File: src/rtl/wred_pkg.sv
package wred_pkg;
  localparam int NUM_Q = 6;

  typedef enum logic [1:0] {
    LVL_NONE  = 2'd0,
    LVL_ONE   = 2'd1,
    LVL_TWO   = 2'd2,
    LVL_THREE = 2'd3
  } wred_lvl_e;

  // weight exponent of lane i (queue P(i+2)) under delay-bound scheduling
  function automatic int delay_weight_shift(input int lane);
    case (lane)
      0: delay_weight_shift = 0;
      1: delay_weight_shift = 1;
      2: delay_weight_shift = 2;
      3: delay_weight_shift = 3;
      default: delay_weight_shift = 4;
    endcase
  endfunction
endpackage

File: src/rtl/wred_load_sum.sv
module wred_load_sum
  import wred_pkg::*;
#(
  parameter int CNT_W = 20,
  parameter int SUM_W = CNT_W + 6
) (
  input  logic [NUM_Q*CNT_W-1:0] q_bytes,
  input  logic                   delay_mode,
  output logic [SUM_W-1:0]       load
);
  logic [SUM_W-1:0] term [NUM_Q];

  for (genvar g = 0; g < NUM_Q; g++) begin : g_term
    logic [SUM_W-1:0] cnt_ext;
    assign cnt_ext = SUM_W'(q_bytes[g*CNT_W +: CNT_W]);
    assign term[g] = delay_mode ? (cnt_ext << delay_weight_shift(g)) : cnt_ext;
  end

  always_comb begin
    load = '0;
    for (int i = 0; i < NUM_Q; i++) begin
      load = load + term[i];
    end
  end
endmodule

File: src/rtl/wred_level_sel.sv
module wred_level_sel
  import wred_pkg::*;
#(
  parameter int CNT_W      = 20,
  parameter int SUM_W      = CNT_W + 6,
  parameter int THR_W      = 10,
  parameter int UNIT_SHIFT = 10,
  parameter int LVL1_UNITS = 240,
  parameter int LVL2_UNITS = 280,
  parameter int LVL3_UNITS = 320
) (
  input  logic [SUM_W-1:0]       load,
  input  logic [NUM_Q*CNT_W-1:0] q_bytes,
  input  logic [NUM_Q*THR_W-1:0] q_thr,
  input  logic [2:0]             dest,
  output wred_lvl_e              lvl
);
  localparam int CMP_W = (CNT_W > THR_W + UNIT_SHIFT) ? CNT_W : THR_W + UNIT_SHIFT;
  localparam logic [SUM_W-1:0] EDGE1 = SUM_W'(LVL1_UNITS) << UNIT_SHIFT;
  localparam logic [SUM_W-1:0] EDGE2 = SUM_W'(LVL2_UNITS) << UNIT_SHIFT;
  localparam logic [SUM_W-1:0] EDGE3 = SUM_W'(LVL3_UNITS) << UNIT_SHIFT;

  logic [NUM_Q-1:0] over_thr;
  logic             dest_over;

  for (genvar g = 0; g < NUM_Q; g++) begin : g_cmp
    logic [CMP_W-1:0] cnt_ext;
    logic [CMP_W-1:0] thr_ext;
    assign cnt_ext     = CMP_W'(q_bytes[g*CNT_W +: CNT_W]);
    assign thr_ext     = CMP_W'(q_thr[g*THR_W +: THR_W]) << UNIT_SHIFT;
    assign over_thr[g] = (cnt_ext >= thr_ext);
  end

  always_comb begin
    dest_over = 1'b0;
    for (int i = 0; i < NUM_Q; i++) begin
      if (dest == 3'(i + 2)) dest_over = over_thr[i];
    end
  end

  always_comb begin
    if (load >= EDGE3)                  lvl = LVL_THREE;
    else if (load >= EDGE2)             lvl = LVL_TWO;
    else if (load >= EDGE1 || dest_over) lvl = LVL_ONE;
    else                                lvl = LVL_NONE;
  end
endmodule

File: src/rtl/wred_lfsr.sv
module wred_lfsr #(
  parameter int           W    = 16,
  parameter logic [W-1:0] SEED = W'(16'hACE1),
  parameter logic [W-1:0] MASK = W'(16'hB400)
) (
  input  logic         clk,
  input  logic         rst_n,
  output logic [W-1:0] state
);
  logic [W-1:0] state_n;

  always_comb begin
    state_n = (state >> 1) ^ (state[0] ? MASK : '0);
  end

  always_ff @(posedge clk or negedge rst_n) begin
    if (!rst_n) state <= SEED;
    else        state <= state_n;
  end
endmodule

File: src/rtl/wred_drop_decider.sv
module wred_drop_decider
  import wred_pkg::*;
#(
  parameter int CNT_W      = 20,
  parameter int THR_W      = 10,
  parameter int UNIT_SHIFT = 10,
  parameter int LVL1_UNITS = 240,
  parameter int LVL2_UNITS = 280,
  parameter int LVL3_UNITS = 320,
  parameter int LFSR_W     = 16,
  parameter int PCT_W      = 7
) (
  input  logic                   clk,
  input  logic                   rst_n,
  input  logic                   req_valid,
  input  logic [2:0]             req_dest,
  input  logic                   req_hi_drop,
  input  logic                   sched_delay_mode,
  input  logic [6*CNT_W-1:0]     q_bytes,
  input  logic [6*THR_W-1:0]     q_thr,
  input  logic [PCT_W-1:0]       pct_x,
  input  logic [PCT_W-1:0]       pct_y,
  input  logic [PCT_W-1:0]       pct_z,
  output logic                   verdict_valid,
  output logic                   verdict_drop,
  output logic [1:0]             verdict_level
);
  localparam int SUM_W = CNT_W + 6;

  logic [SUM_W-1:0]  load;
  wred_lvl_e         lvl;
  logic [LFSR_W-1:0] lfsr_q;
  logic [LFSR_W-1:0] roll;
  logic [PCT_W-1:0]  pct_sel;
  logic              roll_hit;
  logic              vld_n, drop_n;
  logic [1:0]        lvl_n;

  wred_load_sum #(.CNT_W(CNT_W), .SUM_W(SUM_W)) u_sum (
    .q_bytes    (q_bytes),
    .delay_mode (sched_delay_mode),
    .load       (load)
  );

  wred_level_sel #(
    .CNT_W(CNT_W), .SUM_W(SUM_W), .THR_W(THR_W), .UNIT_SHIFT(UNIT_SHIFT),
    .LVL1_UNITS(LVL1_UNITS), .LVL2_UNITS(LVL2_UNITS), .LVL3_UNITS(LVL3_UNITS)
  ) u_lvl (
    .load    (load),
    .q_bytes (q_bytes),
    .q_thr   (q_thr),
    .dest    (req_dest),
    .lvl     (lvl)
  );

  wred_lfsr #(.W(LFSR_W)) u_rng (
    .clk   (clk),
    .rst_n (rst_n),
    .state (lfsr_q)
  );

  // draw reduced to 0..99, compared against the active percentage
  assign roll     = lfsr_q % LFSR_W'(100);
  assign roll_hit = (roll < LFSR_W'(pct_sel));

  always_comb begin
    pct_sel = '0;
    drop_n  = 1'b0;
    case (lvl)
      LVL_ONE: begin
        pct_sel = req_hi_drop ? pct_x : '0;
        drop_n  = roll_hit;
      end
      LVL_TWO: begin
        pct_sel = req_hi_drop ? pct_y : pct_z;
        drop_n  = roll_hit;
      end
      LVL_THREE: drop_n = 1'b1;
      default:   drop_n = 1'b0;
    endcase
    vld_n  = req_valid;
    drop_n = drop_n & req_valid;
    lvl_n  = req_valid ? lvl : LVL_NONE;
  end

  always_ff @(posedge clk or negedge rst_n) begin
    if (!rst_n) begin
      verdict_valid <= 1'b0;
      verdict_drop  <= 1'b0;
      verdict_level <= 2'd0;
    end else begin
      verdict_valid <= vld_n;
      verdict_drop  <= drop_n;
      verdict_level <= lvl_n;
    end
  end
endmodule

File: config.mk
export PLATFORM = sky130hd
export DESIGN_NAME = wred_drop_decider
export DESIGN_NICKNAME = d
export VERILOG_FILES = /design/src/rtl/wred_pkg.sv /design/src/rtl/wred_load_sum.sv /design/src/rtl/wred_level_sel.sv /design/src/rtl/wred_lfsr.sv /design/src/rtl/wred_drop_decider.sv
export SDC_FILE = /design/constraint.sdc
export NUM_CORES = 1
export LEC_CHECK = 0
export ABC_AREA = 1
export ABC_CLOCK_PERIOD_IN_PS = 17000
export CAP_MARGIN = 20
export CORE_MARGIN = 1.5
export CORE_UTILIZATION = 40
export CTS_BUF_LIST = sky130_fd_sc_hd__clkbuf_4
export CTS_CLUSTER_SIZE = 12
export DETAILED_ROUTE_END_ITERATION = 10
export PLACE_DENSITY = 0.73
export SLEW_MARGIN = 20
export SYNTH_ARGS = -nofsm -noshare
export SYNTH_HDL_FRONTEND = slang
export SYNTH_SLANG_ARGS = --single-unit
File: constraint.sdc
create_clock -name clk -period 17 [get_ports clk]
set_clock_uncertainty 0.05 [all_clocks]
set_input_delay 3.4 -clock clk [delete_from_list [all_inputs] [get_ports clk]]
set_output_delay 3.4 -clock clk [all_outputs]
set_load 0.05 [all_outputs]
==> impl_metrics.tcl <==
set metrics [dict create \
    mostFrequentLayoutCells "286 x nand2_1, 211 x clkdlybuf4s50_1, 185 x inv_1" \
    clock-sinks 20 \
    power_density_mw_per_mm2 64.5 \
    synthCells 1156 \
    via_count 8180 \
    n_fill_cell 1966 \
    grt_pass1_vias 8111 \
    diodes 0 \
    finalHoldViolations 0 \
    crit_path_end_kind "flop" \
    slew_viol_final 0 \
    boundaryPins 213 \
    dp_hpwl_um 21400 \
    worst_pin_slew_ns 1.01 \
    ys_ff_latch 20 \
    multi_input_area_mm2 0.00677 \
    postCtsSetupBuffers 0 \
    drt-total-wl_um 23900 \
    cp.required_ns 17.14 \
    max_freq_ghz 0.0861 \
    cts_buffers 3 \
    drc_errors 0 \
    cts_hold_buf 0 \
    grt_start_max_net_pins 117 \
    cts_resized 0 \
    slowest_stage "clkinv_2" \
    die_w_um 145 \
    slew-limit-headroom_pct 32.5 \
    grt_pass1_wl_um 39100 \
    utilization_pct 53.6 \
    final_common_cell "nand2_1" \
    num_rows 51 \
    critical_path.max_stage_delay_ns 1.04 \
    gp_congestion 0.940 \
    yosysSeqAreaShare_pct 6.29 \
    critical_path.max_fanout 116 \
    ir_drop_v 0.0000627 \
    initial_utilization_pct 41.3 \
    syn_area_per_cell_um2 7.02 \
    ant_nets 0 \
    dieArea_mm2 0.0212 \
    area_growth_pct 29.6 \
    clockBufferDepth 2 \
    grt_usage_pct 22.6 \
    cts_tree "done" \
    ys_types 49 \
    wire_per_inst_um 14.8 \
    finalCritPeriodShare_pct 68.3 \
    fin_crit_ns 11.61 \
    arrival_ns 11.75 \
    nets 1745 \
    setup-tns-final_ns 0 \
    setup_viol 0 \
    rsz0062_at_grt "false" \
    io_buffers 212 \
    layout.area.seq_um2 510 \
    clock_latency_ns 0.29 \
    cts_root_buffer "clkbuf_4" \
    cts_max_level 1 \
    crit_path_start_kind "input pin" \
    p_leak_nw 5.39 \
    vias_per_cell 5.07 \
    antenna_found_initial 0 \
    firstDrtPassIters 5 \
    coreArea_mm2 0.0197 \
    clk_pin_slew_ns 0.11 \
    hold_class "flop to flop" \
    grt-ovfl-total 0 \
    status "completed" \
    drive_above_1_share_pct 7.35 \
    maxCapViolCount 0 \
    power_mw 0.679 \
    crit_type "input pin to flop" \
    synth_nets 1553 \
    die_h_um 145 \
    drt_iter0_drc 404 \
    mappedNetlistArea_mm2 0.00812 \
    ys_warn_count 0 \
    path_common_cell "o21ai_0" \
]
[path summary, 6_finish.rpt]
| check | start | to | slack [ns] | depth (start not counted) |
|---|---|---|---|---|
| min in group asynchronous | rst_n | verdict_valid | 3.53 | 1 |
| max reg2reg | u_rng.state[15] | verdict_drop | 10.87 | 51 |
| min | u_rng.state[6] | u_rng.state[5] | 0.35 | 0 |
| max | sched_delay_mode | verdict_drop | 5.39 | 39 |
| max in group asynchronous | rst_n | verdict_drop | 12.83 | 1 |
| min reg2reg | u_rng.state[6] | u_rng.state[5] | 0.35 | 0 |
[synthesized netlist by cell type, drive strengths merged]
master | n | area [um2]
a2111oi | 1 | 8.76
a211oi | 1 | 7.51
a21boi | 3 | 22.5
a21o | 7 | 52.6
a21oi | 50 | 269
a31o | 1 | 8.76
a31oi | 3 | 18.8
a41o | 1 | 10.0
and3 | 1 | 6.26
and3b | 1 | 8.76
buf | 2 | 12.5
clkbuf | 23 | 86.3
dfrtp | 12 | 300
dfstp | 8 | 210
fa | 87 | 1740
ha | 101 | 1260
inv | 197 | 739
nand2 | 326 | 1380
nand3 | 76 | 455
nand4 | 34 | 259
nor2 | 52 | 243
nor3 | 4 | 20.0
nor4 | 7 | 43.8
nor4b | 2 | 17.5
o2111ai | 1 | 8.76
o211ai | 3 | 22.5
o21a | 4 | 30.0
o21ai | 115 | 587
o221a | 1 | 11.3
o221ai | 4 | 35.0
o31ai | 2 | 15.0
o41ai | 3 | 26.3
or2 | 1 | 6.26
xnor2 | 6 | 52.6
xor2 | 16 | 140
[layer usage]
| metal | wire (um) | part of all wire (%) | track usage (%) |
|---|---|---|---|
| met2 | 11700 | 49 | 40.7 |
| met5 | 0 | 0 | 0 |
| met3 | 1460 | 6.1 | 3.20 |
| met4 | 603 | 2.5 | 5.10 |
| met1 | 10100 | 42 | 28.5 |
[report_power, final]
group | switching, mW | internal (mW) | leakage (nW)
Clock | 0.0140 | 0.0238 | 0.0279
Combinational | 0.319 | 0.272 | 5.12
Sequential | 0.000940 | 0.0496 | 0.241
Total | 0.334 | 0.345 | 5.39
[through the flow]
stage | hold WS (ns) | instance area (um2) | std cells | worst slack [ns]
global route | 0.356 | 10500 | 1612 | 4.44
global placement | 0.341 | 10500 | 1608 | 5.69
CTS | 0.346 | 10500 | 1612 | 5.75
floorplan | 0.310 | 8120 | 1156 | 6.89
finish | 0.346 | 10500 | 1612 | 5.39
detailed placement | 0.338 | 10500 | 1608 | 5.44
[flip-flops by register name (all words and copies together) (netlist names)]
name           cells
verdict_drop       1
verdict_level      2
verdict_valid      1
u_rng.state       16
[cells by family (layout without fill, tap and decap cells)]
| family | Yosys count | in the layout | share of synthesized area, % |
|---|---|---|---|
| XOR/XNOR | 22 | 22 | 2.37 |
| AND/OR/NAND/NOR | 504 | 504 | 30.0 |
| buffers and inverters | 222 | 413 | 10.3 |
| adder cells (fa/ha/maj) | 188 | 188 | 37.0 |
| flip-flops | 20 | 20 | 6.29 |
| AO/OA/AOI/OAI | 200 | 200 | 14.0 |
[worst max-delay path, delay by kind of cell]
family | cells | cell delay [ns]
compound gates | 17 | 2.85
simple gates | 11 | 1.07
fa+ha+maj | 6 | 2.38
xor+xnor | 1 | 0.06
buf+inv | 4 | 1.98
[cell type report]
cell class / count / area share (%)
clock buffer: 3 / 0.214
clock inverter: 1 / 0.285
inverter: 197 / 7.04
timing repair buffer: 212 / 20.1
sequential: 20 / 4.85
multi-input combinational: 914 / 64.3
tap: 265 / 3.15
(Power assumes the default switching activity.)
